==> src/rtl/ds3_notch_mod.sv <==
module ds3_notch_mod #(
  parameter int IN_W    = 16,
  parameter int GUARD   = 12,
  parameter int CF      = 16,
  parameter int C1      = 49152,
  parameter int C2      = 12288,
  parameter int C3      = 1024,
  parameter int NOTCH_G = 219
) (
  input  logic            clk,
  input  logic            rst,
  input  logic            ce,
  input  logic [IN_W-1:0] din,
  output logic            bit_o
);
  localparam int SW = IN_W + GUARD;
  localparam int PW = SW + CF + 4;
  localparam int FS = 1 << (IN_W - 1);
  localparam logic signed [PW-1:0] HI = PW'((64'sd1 <<< (SW - 1)) - 64'sd1);
  localparam logic signed [PW-1:0] LO = -HI - PW'(1);
  localparam logic signed [PW-1:0] K1 = PW'(C1);
  localparam logic signed [PW-1:0] K2 = PW'(C2);
  localparam logic signed [PW-1:0] K3 = PW'(C3);
  localparam logic signed [PW-1:0] KG = PW'(NOTCH_G);
  localparam logic signed [PW-1:0] FSV = PW'(FS);

  logic signed [SW-1:0] x1, x2, x3;
  logic signed [PW-1:0] u, fb, y, gt, d1, d2, d3;
  logic                 q;

  function automatic logic signed [SW-1:0] sat(input logic signed [PW-1:0] v);
    if (v > HI)      return SW'(HI);
    else if (v < LO) return SW'(LO);
    else             return SW'(v);
  endfunction

  assign u  = PW'($signed(din));
  assign y  = K1 * PW'(x1) + K2 * PW'(x2) + K3 * PW'(x3);
  assign q  = (y >= 0);
  assign fb = q ? FSV : -FSV;
  assign gt = (KG * PW'(x3)) >>> CF;
  assign d1 = PW'(x1) + u - fb;
  assign d2 = PW'(x2) + PW'(x1) - gt;
  assign d3 = PW'(x3) + PW'(x2);

  always_ff @(posedge clk) begin
    if (rst) begin
      x1    <= '0;
      x2    <= '0;
      x3    <= '0;
      bit_o <= 1'b0;
    end else if (ce) begin
      x1    <= sat(d1);
      x2    <= sat(d2);
      x3    <= sat(d3);
      bit_o <= q;
    end
  end
endmodule


==> config.mk <==
export PLATFORM = sky130hd
export DESIGN_NAME = ds3_notch_mod
export DESIGN_NICKNAME = d
export VERILOG_FILES = /design/src/rtl/ds3_notch_mod.sv
export SDC_FILE = /design/constraint.sdc
export NUM_CORES = 1
export LEC_CHECK = 0
export BUFFER_PORTS_ARGS = -buffer_cell sky130_fd_sc_hd__buf_2
export CAP_MARGIN = 20
export CORE_ASPECT_RATIO = 2
export CORE_MARGIN = 5
export CORE_UTILIZATION = 25
export DETAILED_ROUTE_END_ITERATION = 8
export HOLD_SLACK_MARGIN = 0.06
export PLACE_DENSITY = 0.39
export SYNTH_ARGS = -nofsm -noshare
export SYNTH_HDL_FRONTEND = slang
export SYNTH_SLANG_ARGS = --single-unit
==> constraint.sdc <==
create_clock -name clk -period 11.4 [get_ports clk]
set_input_delay 1.14 -clock clk [delete_from_list [all_inputs] [get_ports clk]]
set_output_delay 1.14 -clock clk [all_outputs]
set_load 0.005 [all_outputs]
==> out/metrics.yaml <==
status:
  status: "finished, final reports clean"
setup_path:
  endpoint_kind: "flop"
  crit_required_ns: 11.66
  slowest_stage: "a21o_1"
  max_stage_delay_ns: 0.66
  worstRegToRegCells: 33
  ff2ff_setup_slack_ns: 1.78
  crit_top_cell: "ha_1"
  worstSetupStartpoint: "x2[7]"
  r2r-end: "x1[23]"
  arrival_ns: 9.88
  start_kind: "flop"
  worst-path-max-fanout: 23
  r2r_start: "x2[7]"
  critical_path_class: "reg -> reg"
  critPathCapture: "x1[23]"
timing:
  max_freq_mhz: 104
  rsz0062_at_grt: "no"
  final-hold-violation-count: 0
  tightest_slew_ns: 0.923
  period_needed_ns: 9.62
  final.period_utilization: 0.844
  final-max-slew-violation-count: 0
  holdWs_ns: 0.577
  tns_ns: 0
  finalSetupViolCount: 0
  slew-limit-headroom: 0.380
  fin_skew_ns: 0.0146
grt:
  grt_pass1_vias: 15704
  grt_max_degree: 68
  grt_pass1_wl_um: 90300
  grt.overflow.total: 0
  antenna_found_initial: 0
  track_usage: 0.149
route:
  drcViolationCount: 0
  vias: 14805
  drt_first_pass_iters: 5
  routed_via_density: 4.89
  ant_nets: 0
  wirelength_um: 58200
  first_iter_violations: 599
  avgRoutedWirePerCell_um: 19.2
clock_tree:
  cts_tree: "yes"
  clk_pin_slew_ns: 0.08
  cts-root-buf: "clkbuf_16"
  postCtsHoldBufs: 0
  insertion_delay_ns: 0.37
  cts_setup_buffers: 0
  clockBufferDepth: 2
  clock-sinks: 85
  cts_buffers: 9
  h-tree-depth: 3
  cts_resized: 0
placement:
  hpwl_um: 50400
  gp_congestion: 0.837
  io_buffers: 19
  placed_cells: 3009
synth:
  yosysMostFrequentCell: "inv_1"
  synth_cell_types: 72
  ys_seq_area_frac: 0.0940
  synth_area_um2: 18100
  synth_area_leaders: "ha_1 22%, fa_1 20%, dfxtp_1 9.4%"
  synthTopCellsByCount: "376 x inv_1, 324 x ha_1, 177 x fa_1"
  yosys_warnings: 0
  synth_ff_type: "dfxtp_1"
  yosys.area.top_type_share: 0.224
  synth-seq-cells: 85
  async_flop_share: 0
  syn_inst: 2116
  syn_nets: 2636
  synth.largest_area_cell: "ha_1"
  synth_edf_count: 0
  syn_avg_cell_area_um2: 8.55
die:
  dieArea_um2: 78200
  core-area_um2: 71800
  ios: 20
  placementRows: 139
  initial_core_util: 0.252
  fp.dieW_um: 200
  die_y_um: 391
job:
  maxCapViolCount: 0
layout:
  fin_nets: 2624
  drive_above_1_share: 0.0413
  area_growth_pct: 8.07
  antenna_cells: 0
  fillers: 7681
  stdcell_count: 3025
min_path:
  hold_class: "reg -> reg"
==> worst min path at each step <==
stage                      start  endpoint  depth (start not counted)
after CTS                  x3[9]     x3[9]                          2
final                      x3[9]     x3[9]                          2
after global placement     x3[9]     x3[9]                          2
after floorplan           x3[10]    x3[10]                          2
after global routing      x3[12]    x3[12]                          2
after detailed placement  x3[10]    x3[10]                          2
==> metal layers <==
| metal | GRT usage | vias to the layer above | share of wire | routed length (um) |
|---|---|---|---|---|
| met1 | 0.130 | 7217 | 0.32 | 18900 |
| met3 | 0.00946 | 82 | 0.010 | 594 |
| met5 | 0 | - | 0 | 0 |
| met2 | 0.324 | 169 | 0.60 | 35000 |
| met4 | 0.0818 | 0 | 0.064 | 3740 |
| li1 | - | 7337 | - | - |
==> registers in the layout, summed over array words and instances (netlist names) <==
register and flops:
x3 28, x1 28, bit_o 1, x2 28
==> per-stage QoR <==
step	worst slack (ns)	cell area, um2	utilization
3_3_place_gp	2.03	19200	0.268
6_report	1.78	19600	0.272
5_1_grt	0.976	19600	0.272
2_1_floorplan	3.24	18100	-
3_5_place_dp	1.83	19200	0.268
4_1_cts	1.74	19600	0.272
==> kinds of logic (layout without fill, tap and decap cells) <==
group,Yosys count,after routing,synth area share
simple gates,395,395,0.109
xor+xnor,138,138,0.0668
fa+ha+maj,501,501,0.420
buf+inv,430,423,0.0906
flops,85,85,0.0940
compound gates,567,567,0.220
==> final cells by class <==
class | instances | area, um2 | area share
Sequential cell | 85 | 1700 | 0.0870
Clock inverter | 6 | 73.8 | 0.00377
Inverter | 376 | 1410 | 0.0722
Clock buffer | 10 | 239 | 0.0122
Tap cell | 916 | 1150 | 0.0586
Timing Repair Buffer | 31 | 188 | 0.00960
Multi-Input combinational cell | 1601 | 14800 | 0.757
==> cells in the final DEF, fill, tap and decap left out, drive strengths merged, types with 5 or more instances in the layout <==
cell type and n:
and3 10, a2111oi 5, or2 12, nor3 26
o2111ai 8, a311oi 14, o32ai 8, nand2 62
a221oi 33, clkbuf 10, xor2 49, dfxtp 85
nand4 19, ha 324, o21ai 81, a211oi 46
a211o 7, and4 6, nor4 5, nand2b 29
nor2b 22, and2 9, fa 177, o21a 23
a21o 86, a221o 5, nor2 120, o21bai 21
a31oi 11, o311ai 8, or3 15, nand3 49
o211ai 11, inv 380, o31ai 24, buf 31
a21oi 143, xnor2 89
==> worst max-delay path, delay by kind of cell (launching register included) <==
kind	cells	cell delay (ns)
buf+inv	4	0.78
xor+xnor	1	0.14
flops	1	0.50
simple gates	8	1.65
compound gates	14	3.95
fa+ha+maj	6	2.44
Power is not shown: default switching activity piles up to over one toggle a cycle in this logic, so the estimate is an artifact.
